### config.mk
export PLATFORM = sky130hd
export DESIGN_NAME = kbm_matrix_emu
export DESIGN_NICKNAME = d
export VERILOG_FILES = /design/src/rtl/kbm_pkg.sv /design/src/rtl/kbm_pacer.sv /design/src/rtl/kbm_queue.sv /design/src/rtl/kbm_keymap_rom.sv /design/src/rtl/kbm_matrix.sv /design/src/rtl/kbm_matrix_emu.sv
export SDC_FILE = /design/constraint.sdc
export NUM_CORES = 1
export LEC_CHECK = 0
export BUFFER_PORTS_ARGS = -buffer_cell sky130_fd_sc_hd__buf_2
export CORE_ASPECT_RATIO = 0.6
export CORE_UTILIZATION = 67
export DETAILED_ROUTE_END_ITERATION = 10
export PLACE_DENSITY = 0.94
export SYNTH_ARGS = -nofsm -noshare
export SYNTH_HDL_FRONTEND = slang
export SYNTH_SLANG_ARGS = --single-unit
### constraint.sdc
create_clock -name clk -period 7 [get_ports clk]
set_clock_uncertainty 0.2 [all_clocks]
set_input_delay 0.7 -clock clk [delete_from_list [all_inputs] [get_ports clk]]
set_output_delay 0.7 -clock clk [all_outputs]
set_load 0.005 [all_outputs]
### src/rtl/kbm_pkg.sv
package kbm_pkg;
   localparam int CODE_W    = 8;
   localparam int IDX_W     = 7;
   localparam int MAP_N     = 1 << IDX_W;
   localparam int POS_W     = 4;
   localparam int SIDE_BASE = 96;
   localparam logic [CODE_W-1:0] MAP_NONE = 8'hFF;

   typedef logic [MAP_N-1:0][CODE_W-1:0] keymap_t;

   // Dense matrix keys from index 1, switches from SIDE_BASE, rest invalid.
   function automatic keymap_t build_keymap(int rows, int cols, int sides);
      keymap_t m;
      int r;
      int c;
      for (int i = 0; i < MAP_N; i++) begin
         m[i] = MAP_NONE;
         if (i >= 1 && i <= rows * cols) begin
            r = (i - 1) / cols;
            c = (i - 1) % cols;
            m[i] = {r[POS_W-1:0], c[POS_W-1:0]};
         end
         if (i >= SIDE_BASE && i < SIDE_BASE + sides) begin
            r = rows;
            c = i - SIDE_BASE;
            m[i] = {r[POS_W-1:0], c[POS_W-1:0]};
         end
      end
      return m;
   endfunction
endpackage

### src/rtl/kbm_pacer.sv
module kbm_pacer #(
   parameter int TICK_DIV = 6250000
) (
   input  logic clk,
   input  logic rst_n,
   output logic tick_o
);
   localparam int CNT_W = (TICK_DIV > 1) ? $clog2(TICK_DIV) : 1;

   if (TICK_DIV < 2) begin : g_bad_div
      $error("kbm_pacer: TICK_DIV must be at least 2");
   end

   logic [CNT_W-1:0] cnt_q;

   assign tick_o = (cnt_q == CNT_W'(TICK_DIV - 1));

   always_ff @(posedge clk or negedge rst_n) begin
      if (!rst_n)      cnt_q <= '0;
      else if (tick_o) cnt_q <= '0;
      else             cnt_q <= cnt_q + 1'b1;
   end

   AST_TICK_SPACED: assert property (@(posedge clk) disable iff (!rst_n)
      tick_o |=> !tick_o);
endmodule

### src/rtl/kbm_queue.sv
module kbm_queue #(
   parameter int DEPTH = 16,
   parameter int W     = 8
) (
   input  logic         clk,
   input  logic         rst_n,
   input  logic         push_i,
   input  logic [W-1:0] data_i,
   input  logic         pop_i,
   output logic [W-1:0] head_o,
   output logic         popped_o,
   output logic         ovf_o
);
   localparam int  PTR_W = (DEPTH > 1) ? $clog2(DEPTH) : 1;
   localparam int  CNT_W = $clog2(DEPTH + 1);
   localparam bit  POW2  = (DEPTH & (DEPTH - 1)) == 0;

   if (DEPTH < 2) begin : g_bad_depth
      $error("kbm_queue: DEPTH must be at least 2");
   end

   logic [W-1:0]     mem [DEPTH];
   logic [PTR_W-1:0] rd_ptr, wr_ptr, rd_nxt, wr_nxt;
   logic [CNT_W-1:0] count;
   logic             full, empty, accept, take;

   assign full     = (count == CNT_W'(DEPTH));
   assign empty    = (count == '0);
   assign accept   = push_i && !full;
   assign take     = pop_i && !empty;
   assign head_o   = mem[rd_ptr];
   assign popped_o = take;

   if (POW2) begin : g_wrap_free
      assign rd_nxt = rd_ptr + 1'b1;
      assign wr_nxt = wr_ptr + 1'b1;
   end else begin : g_wrap_cmp
      assign rd_nxt = (rd_ptr == PTR_W'(DEPTH - 1)) ? '0 : rd_ptr + 1'b1;
      assign wr_nxt = (wr_ptr == PTR_W'(DEPTH - 1)) ? '0 : wr_ptr + 1'b1;
   end

   always_ff @(posedge clk) begin
      if (accept) mem[wr_ptr] <= data_i;
   end

   always_ff @(posedge clk or negedge rst_n) begin
      if (!rst_n) begin
         rd_ptr <= '0;
         wr_ptr <= '0;
         count  <= '0;
         ovf_o  <= 1'b0;
      end else begin
         if (accept) wr_ptr <= wr_nxt;
         if (take)   rd_ptr <= rd_nxt;
         case ({accept, take})
            2'b10:   count <= count + 1'b1;
            2'b01:   count <= count - 1'b1;
            default: count <= count;
         endcase
         if (push_i && full) ovf_o <= 1'b1;
      end
   end

   AST_NO_OVERFLOW: assert property (@(posedge clk) disable iff (!rst_n)
      (push_i && full) |=> ovf_o);
   AST_OVF_STICKY: assert property (@(posedge clk) disable iff (!rst_n)
      ovf_o |=> ovf_o);
   AST_DRAIN_ON_TICK: assert property (@(posedge clk) disable iff (!rst_n)
      !pop_i |=> (count >= $past(count)));
   AST_BOUNDED: assert property (@(posedge clk) disable iff (!rst_n)
      full |=> (count == $past(count)) || (count == $past(count) - 1'b1));
endmodule

### src/rtl/kbm_keymap_rom.sv
module kbm_keymap_rom
   import kbm_pkg::*;
#(
   parameter keymap_t TABLE = '1
) (
   input  logic              clk,
   input  logic              rd_en_i,
   input  logic [IDX_W-1:0]  addr_i,
   output logic [CODE_W-1:0] data_o
);
   always_ff @(posedge clk) begin
      if (rd_en_i) data_o <= TABLE[addr_i];
   end
endmodule

### src/rtl/kbm_matrix.sv
module kbm_matrix
   import kbm_pkg::*;
#(
   parameter int NUM_SENSE  = 7,
   parameter int NUM_STROBE = 11,
   parameter int NUM_SIDE   = 5
) (
   input  logic                   clk,
   input  logic                   rst_n,
   input  logic                   apply_i,
   input  logic [CODE_W-1:0]      map_i,
   input  logic                   release_i,
   input  logic [NUM_STROBE-1:0]  strobe_i,
   output logic [NUM_SENSE-1:0]   sense_o,
   output logic [NUM_SIDE-1:0]    side_o
);
   localparam int MASK_W = 1 << POS_W;

   if (NUM_STROBE > MASK_W) begin : g_bad_cols
      $error("kbm_matrix: NUM_STROBE exceeds column field");
   end
   if (NUM_SENSE > MASK_W - 1) begin : g_bad_rows
      $error("kbm_matrix: NUM_SENSE leaves no row for switches");
   end
   if (NUM_SIDE > MASK_W) begin : g_bad_side
      $error("kbm_matrix: NUM_SIDE exceeds column field");
   end

   logic [NUM_SENSE-1:0][MASK_W-1:0] mask;
   logic [POS_W-1:0] map_row, map_col;
   logic             entry_ok, key_hit, side_hit;
   logic [MASK_W-1:0] strobe_ext;

   assign map_row    = map_i[CODE_W-1:POS_W];
   assign map_col    = map_i[POS_W-1:0];
   assign entry_ok   = (map_i != MAP_NONE);
   assign key_hit    = apply_i && entry_ok && ({1'b0, map_row} < (POS_W+1)'(NUM_SENSE));
   assign side_hit   = apply_i && entry_ok && (map_row == POS_W'(NUM_SENSE)) &&
                       ({1'b0, map_col} < (POS_W+1)'(NUM_SIDE));
   assign strobe_ext = MASK_W'(strobe_i);

   always_ff @(posedge clk or negedge rst_n) begin
      if (!rst_n) begin
         mask    <= '0;
         sense_o <= '0;
         side_o  <= '0;
      end else begin
         for (int r = 0; r < NUM_SENSE; r++) begin
            sense_o[r] <= |(mask[r] & strobe_ext);
            if (key_hit && map_row == POS_W'(r)) mask[r][map_col] <= !release_i;
         end
         for (int k = 0; k < NUM_SIDE; k++) begin
            if (side_hit && map_col == POS_W'(k)) side_o[k] <= !release_i;
         end
      end
   end

   AST_IDLE_STROBE: assert property (@(posedge clk) disable iff (!rst_n)
      (strobe_i == '0) |=> (sense_o == '0));
   AST_SIDE_OFF_MATRIX: assert property (@(posedge clk) disable iff (!rst_n)
      side_hit |=> $stable(mask));
   AST_INVALID_IGNORED: assert property (@(posedge clk) disable iff (!rst_n)
      (apply_i && !entry_ok) |=> ($stable(mask) && $stable(side_o)));
   AST_IDLE_HOLDS: assert property (@(posedge clk) disable iff (!rst_n)
      !apply_i |=> ($stable(mask) && $stable(side_o)));
endmodule

### src/rtl/kbm_matrix_emu.sv
module kbm_matrix_emu
   import kbm_pkg::*;
#(
   parameter int      NUM_SENSE   = 7,
   parameter int      NUM_STROBE  = 11,
   parameter int      NUM_SIDE    = 5,
   parameter int      QDEPTH      = 16,
   parameter int      TICK_DIV    = 6250000,
   parameter logic [NUM_SIDE-1:0] SIDE_INVERT = 5'b10000,
   parameter keymap_t KEYMAP      = build_keymap(NUM_SENSE, NUM_STROBE, NUM_SIDE)
) (
   input  logic                  clk,
   input  logic                  rst_n,
   input  logic                  code_valid_i,
   input  logic [CODE_W-1:0]     code_i,
   input  logic [NUM_STROBE-1:0] strobe_i,
   output logic [NUM_SENSE-1:0]  sense_o,
   output logic [NUM_SIDE-1:0]   side_o,
   output logic                  overflow_o
);
   logic              tick, popped;
   logic [CODE_W-1:0] head, map_q;
   logic              s1_vld, s1_rel;
   logic [NUM_SIDE-1:0] side_q;

   kbm_pacer #(.TICK_DIV(TICK_DIV)) u_pacer (
      .clk(clk), .rst_n(rst_n), .tick_o(tick));

   kbm_queue #(.DEPTH(QDEPTH), .W(CODE_W)) u_queue (
      .clk(clk), .rst_n(rst_n), .push_i(code_valid_i), .data_i(code_i),
      .pop_i(tick), .head_o(head), .popped_o(popped), .ovf_o(overflow_o));

   kbm_keymap_rom #(.TABLE(KEYMAP)) u_rom (
      .clk(clk), .rd_en_i(popped), .addr_i(head[IDX_W-1:0]), .data_o(map_q));

   always_ff @(posedge clk or negedge rst_n) begin
      if (!rst_n) begin
         s1_vld <= 1'b0;
         s1_rel <= 1'b0;
      end else begin
         s1_vld <= popped;
         if (popped) s1_rel <= head[CODE_W-1];
      end
   end

   kbm_matrix #(.NUM_SENSE(NUM_SENSE), .NUM_STROBE(NUM_STROBE), .NUM_SIDE(NUM_SIDE)) u_matrix (
      .clk(clk), .rst_n(rst_n), .apply_i(s1_vld), .map_i(map_q), .release_i(s1_rel),
      .strobe_i(strobe_i), .sense_o(sense_o), .side_o(side_q));

   assign side_o = side_q ^ SIDE_INVERT;

   AST_APPLY_PACED: assert property (@(posedge clk) disable iff (!rst_n)
      s1_vld |=> !s1_vld);
endmodule

Yosys cells after proc, flatten, opt, wreduce, memory -nomap -nowiden
Memory sizes are Yosys's and may differ from the RTL's. A register that Yosys moved wholly into a read port is not among the register bits.
Index checks and enable logic that the tools add are counted.
{"block": "op_classes", "n_reduce_logical": 34, "n_eq_ne": 16, "n_addsub": 5, "mux": 13, "bitwise_logic": 8, "order_cmp": 4}
{"operator": "16-bit by 11-bit bitwise AND with 16-bit output", "n": 7}
{"operator": "16-bit bitwise mux", "n": 7}
{"operator": "16-bit OR reduction", "n": 7}
{"operator": "23-bit by 1-bit adder with 23-bit output, second input constant", "n": 1}
{"operator": "23-bit equality test, second input constant", "n": 1}
{"operator": "23-bit two-way mux", "n": 1}
{"operator": "4-bit by 3-bit equality test with 1-bit output, second input constant", "n": 5}
{"operator": "1-bit logical AND", "n": 20}
{"operator": "4-bit by 2-bit equality test with 1-bit output, second input constant", "n": 4}
{"operator": "5-bit one-hot mux with 2 select lines", "n": 1}
{"operator": "4-bit by 1-bit adder with 4-bit output, second input constant", "n": 2}
{"operator": "4-bit by 1-bit equality test with 1-bit output, second input constant", "n": 2}
{"operator": "4-bit zero test", "n": 2}
{"operator": "4-bit by 3-bit less-than comparator with 1-bit output, second input constant", "n": 2}
{"operator": "8-bit != test, second input constant", "n": 1}
{"operator": "5-bit by 1-bit adder with 5-bit output, second input constant", "n": 1}
{"operator": "5-bit equality test, second input constant", "n": 1}
{"operator": "5-bit zero test", "n": 1}
{"operator": "4-bit by 5-bit less-than comparator with 1-bit output, second input constant", "n": 1}
{"operator": "5-bit by 1-bit subtractor with 5-bit output, second input constant", "n": 1}
{"operator": "1-bit demux with 4-bit select", "n": 1}
{"operator": "4-bit by 1-bit greater-or-equal comparator with 1-bit output, second input constant", "n": 1}
{"operator": "1-bit zero test", "n": 3}
{"operator": "1-bit two-way mux", "n": 3}
{"operator": "other kinds (4)", "n": 4}
{"block": "totals", "mem_count": 2, "ramBits": 128, "mem_bits_ro": 1024, "input_bits": 22, "regBits": 163, "out_inout_bits": 13}
{"name": "(name not given)", "depth": 128, "width": 8, "read_ports": 1, "rd_ports_with_merged_regs": 1, "wr": 0, "line_no": "kbm_keymap_rom.sv:12", "rtl": "if (rd_en_i) data_o <= TABLE[addr_i];"}
{"name": "u_queue.mem", "depth": 16, "width": 8, "read_ports": 1, "rd_ports_with_merged_regs": 0, "wr": 1, "line_no": "kbm_queue.sv:22", "rtl": "logic [W-1:0] mem [DEPTH];"}

Logic depth before layout (Yosys ltp)
Gate-level depths: netlist (run 1).
{"block": "depth", "depth_word": 5, "mapped_depth": 14, "mapped_depth_nobuf": 14}

Modules after synthesis
A second synthesis (run 1) with hierarchy kept.
{"block": "unflattened", "cells_unflattened": 944, "area_unflattened_um2": 12127.9}
{"mod": "kbm_queue", "cells_per_inst": 319, "area_each_um2": 5791.8, "seq_area_each_um2": 4194.0, "n_inst": 1}
{"mod": "kbm_matrix", "cells_per_inst": 360, "area_each_um2": 3953.8, "seq_area_each_um2": 2227.1, "n_inst": 1}
{"mod": "kbm_keymap_rom", "cells_per_inst": 146, "area_each_um2": 1172.4, "seq_area_each_um2": 240.2, "n_inst": 1}
{"mod": "kbm_pacer", "cells_per_inst": 115, "area_each_um2": 1141.1, "seq_area_each_um2": 575.6, "n_inst": 1}
{"mod": "kbm_matrix_emu", "cells_per_inst": 4, "area_each_um2": 68.8, "seq_area_each_um2": 50.0, "n_inst": 1}

Least setup slack after synthesis (run 1)
Ideal clock, no wire load.
{"block": "synth_path", "path_type": "reg2reg", "start": "register u_pacer.cnt_q[5]", "end": "register u_queue.count[4]", "path_buffers": 0, "t_required_ps": 6675, "setup_ps": 125, "slack_ps": 3230, "stages_incl_launch_ff": 14, "arrival_ps": 3445, "cell_sequence": "dfrtp_1 > or4_1 > or4_1 > nor4b_2 > and2b_1 > ha_1 > inv_1 > fa_1 > inv_1 > a21o_1 > a21oi_1 > xnor2_1 > nor2_1 > xor2_1"}
{"block": "synth_via", "elab_chain_cells": 4, "elab_cells_between_ends": 6}
{"element": "from (decl)", "line_no": "kbm_pacer.sv:14", "rtl": "logic [CNT_W-1:0] cnt_q;"}
{"element": "from (signal assigned)", "line_no": "kbm_pacer.sv:21", "rtl": "else cnt_q <= cnt_q + 1'b1;"}
{"element": "23-bit equality test (*)", "line_no": "kbm_pacer.sv:16", "rtl": "assign tick_o = (cnt_q == CNT_W'(TICK_DIV - 1));"}
{"element": "1-bit logical AND (*)", "line_no": "kbm_queue.sv:30", "rtl": "assign take = pop_i && !empty;"}
{"element": "via popped", "line_no": "kbm_matrix_emu.sv:21", "rtl": "logic tick, popped;"}
{"element": "2-bit by 1-bit equality test with 1-bit output or 2-bit equality test (tied branches)", "line_no": "kbm_queue.sv:55", "rtl": "case ({accept, take})"}
{"element": "5-bit one-hot mux with 2 select lines or 2-bit nonzero test (tied branches)"}
{"element": "to (signal assigned)", "line_no": "kbm_queue.sv:56", "rtl": "2'b10: count <= count + 1'b1;"}
{"element": "to (signal assigned)", "line_no": "kbm_queue.sv:57", "rtl": "2'b01: count <= count - 1'b1;"}
{"element": "to (signal assigned)", "line_no": "kbm_queue.sv:58", "rtl": "default: count <= count;"}
{"element": "to (decl)", "line_no": "kbm_queue.sv:24", "rtl": "logic [CNT_W-1:0] count;"}
The timed path passes the listed nets; every way through them passes the cells marked *.
A chain may end at the register's enable or synchronous reset.

Final worst setup path (run 1)
{"block": "layout_path", "start": "register u_queue.rd_ptr[0]", "end": "register u_rom.data_o[2] (data pin)"}
{"block": "layout_via", "elab_chain_cells": 1}
{"element": "from (decl)", "line_no": "kbm_queue.sv:23", "rtl": "logic [PTR_W-1:0] rd_ptr, wr_ptr, rd_nxt, wr_nxt;"}
{"element": "from (signal assigned)", "line_no": "kbm_queue.sv:54", "rtl": "if (take) rd_ptr <= rd_nxt;"}
{"element": "memory read 16 x 8 bit"}
{"element": "to (decl)", "line_no": "kbm_keymap_rom.sv:9", "rtl": "output logic [CODE_W-1:0] data_o"}
Every way passes these cells.

==> impl_metrics.py, run 1 <==
metrics = {
    "outcome": {
        "status": "complete, no violations",
    },
    "layout": {
        "seqCellArea_sq_um": 7290,
        "fin_util": 0.748,
        "final_cell_mix": "edfxtp_1 (136), dfrtp_1 (126), o21ai_0 (82), nor2_1 (72), o31ai_1 (70)",
        "fillers": 1001,
        "syn_to_final_growth_pct": 8.73,
        "nNetsFinal": 955,
        "multiInputGateArea_sq_um": 4150,
        "final_common_cell": "edfxtp_1",
        "n_antenna_cell": 0,
        "drive_above_1_share": 0.143,
    },
    "setup_path": {
        "startpoint_type": "flop",
        "critPathArrivalTime_ns": 4.49,
        "endpoint_kind": "flop",
        "crit_family": "compound AO/OA/AOI/OAI gates",
        "required_ns": 7.07,
        "worstPathCellList": "buf_4 -> mux4_2 -> nand2_1 -> nand4_1 -> o221ai_2 -> a211oi_1 -> a311o_1",
        "cp_max_fo": 26,
        "cp_num_buf_inv": 1,
        "path_class": "reg2reg",
        "cpMaxStageDelayCell": "nand4_1",
        "cpPeakStageDelay_ns": 0.87,
    },
    "clock_network": {
        "cts-root-buf": "clkbuf_16",
        "cts_max_path_buffers": 3,
        "cts_resized": 0,
        "insertion_delay_ns": 0.54,
        "path_clk_slew_ns": 0.07,
        "clock_sinks": 264,
        "cts_tree": "done",
        "cts_buffers": 24,
        "holdBufCountCts": 0,
        "htreeDepth": 1,
        "postCtsSetupBuffers": 0,
    },
    "routing": {
        "vias_per_cell": 7.19,
        "first_pass_iters": 6,
        "wirelength_mm": 29.5,
        "drtIter0Drc": 1324,
        "drc": 0,
        "num_vias": 8388,
        "final_antenna_net_count": 0,
        "wl_per_cell_microns": 25.3,
    },
    "floorplanning": {
        "dieArea_sq_um": 18200,
        "io_pins": 35,
        "start_util": 0.688,
        "die_height_microns": 105,
        "die_w_microns": 174,
        "rows": 37,
        "core_area_sq_um": 17200,
    },
    "logic_synthesis": {
        "syn_avg_cell_area_sq_um": 13.0,
        "synthArstFlopShare": 0.485,
        "synthesis.nets": 949,
        "synth_edf_count": 136,
        "synthDistinctLibCells": 70,
        "synth_ff_type": "edfxtp_1",
        "yosysWarnings": 0,
        "synth_area_leaders": "edfxtp_1 (34%), dfrtp_1 (27%), mux4_2 (6.5%), o31ai_1 (4.4%), o21ai_0 (3.5%)",
        "seq_area_frac_synth": 0.615,
        "synth_seq_cells": 264,
        "netlist.area_leader.share": 0.345,
        "synth_top_area_cell": "edfxtp_1",
        "netlist_instances": 909,
        "synth_area_sq_um": 11900,
    },
    "worst_hold_path": {
        "hold_class": "in2async",
    },
    "power_and_ir_drop": {
        "power_density_nw_per_um2": 274,
        "ir_worst_vdd_mv": 0.205,
        "p_leak_uw": 0.00494,
    },
    "place": {
        "gp_routability_congestion": 0.918,
        "port_buffers": 34,
        "dpl.hpwl_mm": 17.5,
    },
    "sta": {
        "setup_viol": 0,
        "period_share": 0.632,
        "fin_crit_ns": 4.43,
        "worst_slew_pin_slew_ns": 1.11,
        "fmax_mhz": 226,
        "drv_slew": 0,
        "rsz0062_at_grt": "no",
        "hold_viol_final": 0,
        "tns_ns": 0,
        "slew_headroom": 0.260,
    },
    "grt": {
        "grt_usage": 0.334,
        "grt_pass1_wl_mm": 46.1,
        "grt_max_degree": 83,
        "antenna_found_initial": 0,
        "grt-ovfl-total": 0,
        "grt_pass1_vias": 8124,
    },
    "job": {
        "max_cap_violations": 0,
    },
}
==> state kept, by name, indices dropped and copies added (netlist names) <==
name and cells:
u_queue.mem 128, u_pacer.cnt_q 23, s1_vld 1, u_queue.count 5
s1_rel 1, u_matrix.mask 77, u_matrix.side_o 5, u_matrix.sense_o 7
u_queue.rd_ptr 4, u_queue.ovf_o 1, u_queue.wr_ptr 4, u_rom.data_o 8
==> metal layers <==
layer  routed length (microns)  vias up  GRT usage
met5                         0        -          0
met4                      1380        0      0.144
met3                      3240      112     0.0655
met2                     13300      636      0.502
met1                     11600     4148      0.483
li1                          -     3492          -
==> power breakdown <==
group / internal [uW] / total (uW) / switching [uW] / leakage [uW]
Sequential: 1740 / 1810 / 67.1 / 0.00298
Combinational: 117 / 363 / 245 / 0.00154
Clock: 773 / 1360 / 590 / 0.000418
Total: 2630 / 3540 / 902 / 0.00494
==> path summary, 6_finish.rpt <==
check / start / to / slack, ns / cells after the start
min in group clk: code_valid_i / u_queue.ovf_o / 0.21 / 2
max in group asynchronous: rst_n / u_queue.rd_ptr[0] / 5.14 / 2
min: rst_n / u_matrix.side_o[4] / 0.007 / 1
max reg2reg: u_queue.rd_ptr[0] / u_rom.data_o[2] / 2.57 / 7
min reg2reg: u_queue.ovf_o / u_queue.ovf_o / 0.28 / 1
max: u_queue.rd_ptr[0] / u_rom.data_o[2] / 2.57 / 7
==> stage by stage <==
stage	total power, uW	worst slack, ns	hold WS, ns	instance area, sq um	std cells
after floorplan	2030	3.23	0.204	11900	909
after global placement	2130	2.84	0.244	12100	1123
after detailed placement	2170	2.72	0.254	12100	1123
after CTS	3530	2.64	0.0166	12900	1166
after global routing	3630	2.28	0.0508	12900	1166
final	3540	2.57	0.00700	12900	1166
==> final cells by class <==
cell class	instances	area share
clock buffers	32	0.0562
clock inverters	11	0.00845
inverters	20	0.00631
multi-input cells	562	0.322
flip-flops and latches	264	0.566
well taps	234	0.0227
repair buffers	43	0.0186
==> cell families after synthesis <==
kind of cell | share of synthesized area
AOI/OAI and AO/OA | 0.146
xor gates and xnor gates | 0.0214
adders and majority gates | 0.0196
buffers and inverters | 0.0351
DFF | 0.615
muxes | 0.0787
and+or+nand+nor | 0.0839
==> synth_stat cells (4+ instances only) <==
cell and count:
a21oi_1 27, a221oi_1 14, a222oi_1 7, a22o_1 13
a22oi_1 6, and3_1 4, buf_2 8, buf_4 5
buf_6 7, clkbuf_1 40, dfrtp_1 128, edfxtp_1 136
ha_1 17, inv_1 16, mux2i_1 8, mux4_2 34
nand2_1 53, nand3_1 29, nand4_1 10, nor2_1 72
nor2b_1 9, nor3_1 15, o21ai_0 82, o221ai_1 4
o31ai_1 70, xnor2_1 17, xor2_1 12
(Power assumes the default switching activity.)
==> inputs of run 2 (changes only) <==
--- a/config.mk
+++ b/config.mk
@@ -7,9 +7,9 @@
 export LEC_CHECK = 0
 export BUFFER_PORTS_ARGS = -buffer_cell sky130_fd_sc_hd__buf_2
 export CORE_ASPECT_RATIO = 0.6
-export CORE_UTILIZATION = 67
+export CORE_UTILIZATION = 56
 export DETAILED_ROUTE_END_ITERATION = 10
-export PLACE_DENSITY = 0.94
+export PLACE_DENSITY = 0.85
 export SYNTH_ARGS = -nofsm -noshare
 export SYNTH_HDL_FRONTEND = slang
 export SYNTH_SLANG_ARGS = --single-unit
==> constraint.sdc (replaced) <==
create_clock -name clk -period 3.7 [get_ports clk]
set_clock_uncertainty 0.2 [all_clocks]
set_input_delay 0.37 -clock clk [delete_from_list [all_inputs] [get_ports clk]]
set_output_delay 0.37 -clock clk [all_outputs]
set_load 0.005 [all_outputs]
==> run 2 against run 1 <==
  * Worst setup slack lost 2.3 ns
  * Total power grew 85%
  * Sequential share of layout area shrank 1.0 points
  * Sequential cell count is the same
  * Critical path depth grew 5
  * Final area grew 1.9%
  * Combinational power grew 85%
  * Routed wire length shrank 11%
  * Sequential power grew 88%
==> impl_metrics.py, run 2 (same netlist as run 1, synthesis figures left out) <==
metrics = {
    "outcome": {
        "status": "complete, no violations",
    },
    "floorplanning": {
        "core_area_sq_um": 20400,
        "dieArea_sq_um": 21800,
        "die_w_microns": 190,
        "io_pins": 35,
        "rows": 40,
        "start_util": 0.582,
        "die_height_microns": 115,
    },
    "setup_path": {
        "endpoint_kind": "flop",
        "cpPeakStageDelay_ns": 0.53,
        "required_ns": 3.91,
        "critPathArrivalTime_ns": 3.68,
        "path_class": "reg2reg",
        "cpMaxStageDelayCell": "or4_4",
        "worstPathCellList": "or4_1 -> or4_4 -> nor4b_4 -> and2b_2 -> ha_1 -> buf_4 -> ha_1 -> a21o_1 -> a21oi_1 -> xnor2_1 -> nor2_1 -> xor2_1",
        "cp_num_buf_inv": 1,
        "cp_max_fo": 5,
        "startpoint_type": "flop",
        "cpMostUsedCell": "ha_1",
        "crit_family": "simple AND/OR/NAND/NOR gates",
    },
    "power_and_ir_drop": {
        "p_leak_uw": 0.00506,
        "p_int_uw": 4930,
        "p_sw_frac": 0.247,
        "ir_worst_vdd_mv": 0.383,
        "pwr-share-comb": 0.103,
        "switchingPower_uw": 1620,
        "power_frac_clock": 0.378,
        "power_density_nw_per_um2": 499,
        "power_uw": 6550,
        "power_frac_seq": 0.519,
    },
    "layout": {
        "fillers": 1462,
        "final_common_cell": "edfxtp_1",
        "n_antenna_cell": 0,
        "top_regs": "u_queue.mem: 128 flops, u_matrix.mask: 77 flops, u_pacer.cnt_q: 23 flops",
        "nNetsFinal": 980,
        "drive_above_1_share": 0.162,
        "fin_cells": 1230,
        "syn_to_final_growth_pct": 10.8,
        "design_area_sq_um": 13100,
        "top_register": "u_queue.mem",
        "largest_reg_flops": 128,
        "final_cell_mix": "edfxtp_1 (136), dfrtp_1 (126), o21ai_0 (82), nor2_1 (72), o31ai_1 (70)",
    },
    "sta": {
        "period_share": 0.938,
        "fin_crit_ns": 3.47,
        "rsz0062_at_grt": "no",
        "setup_viol": 0,
        "slew_headroom": 0.392,
        "drv_slew": 0,
        "worst_slew_pin_slew_ns": 0.909,
        "hold_viol_final": 0,
        "fmax_mhz": 288,
        "tns_ns": 0,
    },
    "routing": {
        "drc": 0,
        "drtIter0Drc": 1110,
        "final_antenna_net_count": 0,
        "wirelength_mm": 26.1,
        "num_vias": 7982,
        "first_pass_iters": 6,
        "wl_per_cell_microns": 21.2,
        "vias_per_cell": 6.49,
    },
    "worst_hold_path": {
        "hold_class": "in2reg",
    },
    "grt": {
        "grt_max_degree": 72,
        "grt_pass1_vias": 7608,
        "antenna_found_initial": 0,
        "grt-ovfl-total": 0,
        "grt_pass1_wl_mm": 41.9,
        "grt_usage": 0.249,
    },
    "job": {
        "max_cap_violations": 0,
    },
    "clock_network": {
        "htreeDepth": 1,
        "cts_buffers": 25,
        "cts_tree": "done",
        "insertion_delay_ns": 0.53,
        "cts_max_path_buffers": 3,
        "clock_sinks": 264,
        "path_clk_slew_ns": 0.07,
        "cts-root-buf": "clkbuf_16",
    },
    "place": {
        "dp_cells": 1182,
        "placed_area_sq_um": 12300,
        "port_buffers": 34,
        "gp_routability_congestion": 0.942,
        "dpl.hpwl_mm": 17.3,
    },
}
run 2: cell count changes in the layout (fill, tap and decap cells not counted), moves of 2 or more:
cell	change
clkinv_1	+2
clkbuf_1	+2
dlygate4sd3_1	+2
buf_12	+3
clkinv_4	+2
clkinv_2	-2
buf_4	+19
run 2: path summary, 6_finish.rpt:
| kind | endpoint | from | cells past startpoint | slack (ns) |
|---|---|---|---|---|
| max | u_queue.count[4] | u_pacer.cnt_q[7] | 12 | 0.23 |
| max in group asynchronous | u_pacer.cnt_q[13] | rst_n | 3 | 2.35 |
| min in group asynchronous | u_matrix.side_o[0] | rst_n | 2 | 0.17 |
| min | u_queue.mem[5][1] | code_i[1] | 1 | 0.02 |
| min reg2reg | u_pacer.cnt_q[0] | u_pacer.cnt_q[0] | 1 | 0.27 |
| max reg2reg | u_queue.count[4] | u_pacer.cnt_q[7] | 12 | 0.23 |
run 2: repair_timing:
action / CTS / global route
buffers inserted: 0 / 2
resized for setup: 0 / 4
hold buffers: 2 / 0
endpoints found under the hold margin: 41 / 0
setup endpoints to repair: 0 / 1
run 2: final cells by class:
type	count	area, sq um	share of cell area
clock buffer	32	693	0.0528
sequential	264	7290	0.555
multi-input combinational	562	4170	0.317
timing repair buffer	67	463	0.0353
tap	273	342	0.0260
clock inverter	12	91.3	0.00696
inverter	20	81.3	0.00620
run 2: per-layer routing:
| metal | part of all wire | global-route usage |
|---|---|---|
| met3 | 0.097 | 0.0432 |
| met1 | 0.46 | 0.402 |
| met2 | 0.43 | 0.352 |
| met4 | 0.014 | 0.0527 |
| met5 | 0 | 0 |
run 2: worst register-to-register path: stages, from the launching register on:
cell and delay, ns:
dfrtp_1 0.42, or4_1 0.51, or4_4 0.53, nor4b_4 0.25, and2b_2 0.20, ha_1 0.17, buf_4 0.12, ha_1 0.25
a21o_1 0.17, a21oi_1 0.17, xnor2_1 0.14, nor2_1 0.07, xor2_1 0.16
run 2: power by group through the flow:
stage	Sequential, uW	Combinational, uW	Clock (uW)
after global routing	3420	742	2630
after floorplan	3410	442	0
final	3410	672	2480
after detailed placement	3460	657	0
after global placement	3440	629	0
after CTS	3400	666	2510
run 2: per-stage QoR:
| step | setup WS [ns] | utilization | hold slack, ns |
|---|---|---|---|
| 6_report | 0.230 | 0.644 | 0.0249 |
| 5_1_grt | 0.0368 | 0.644 | 0.0190 |
| 4_1_cts | 0.102 | 0.643 | 0.0114 |
| 3_5_place_dp | 0.125 | 0.603 | 0.192 |
| 3_3_place_gp | 0.273 | 0.603 | 0.194 |
| 2_1_floorplan | 0.0443 | - | -0.126 |
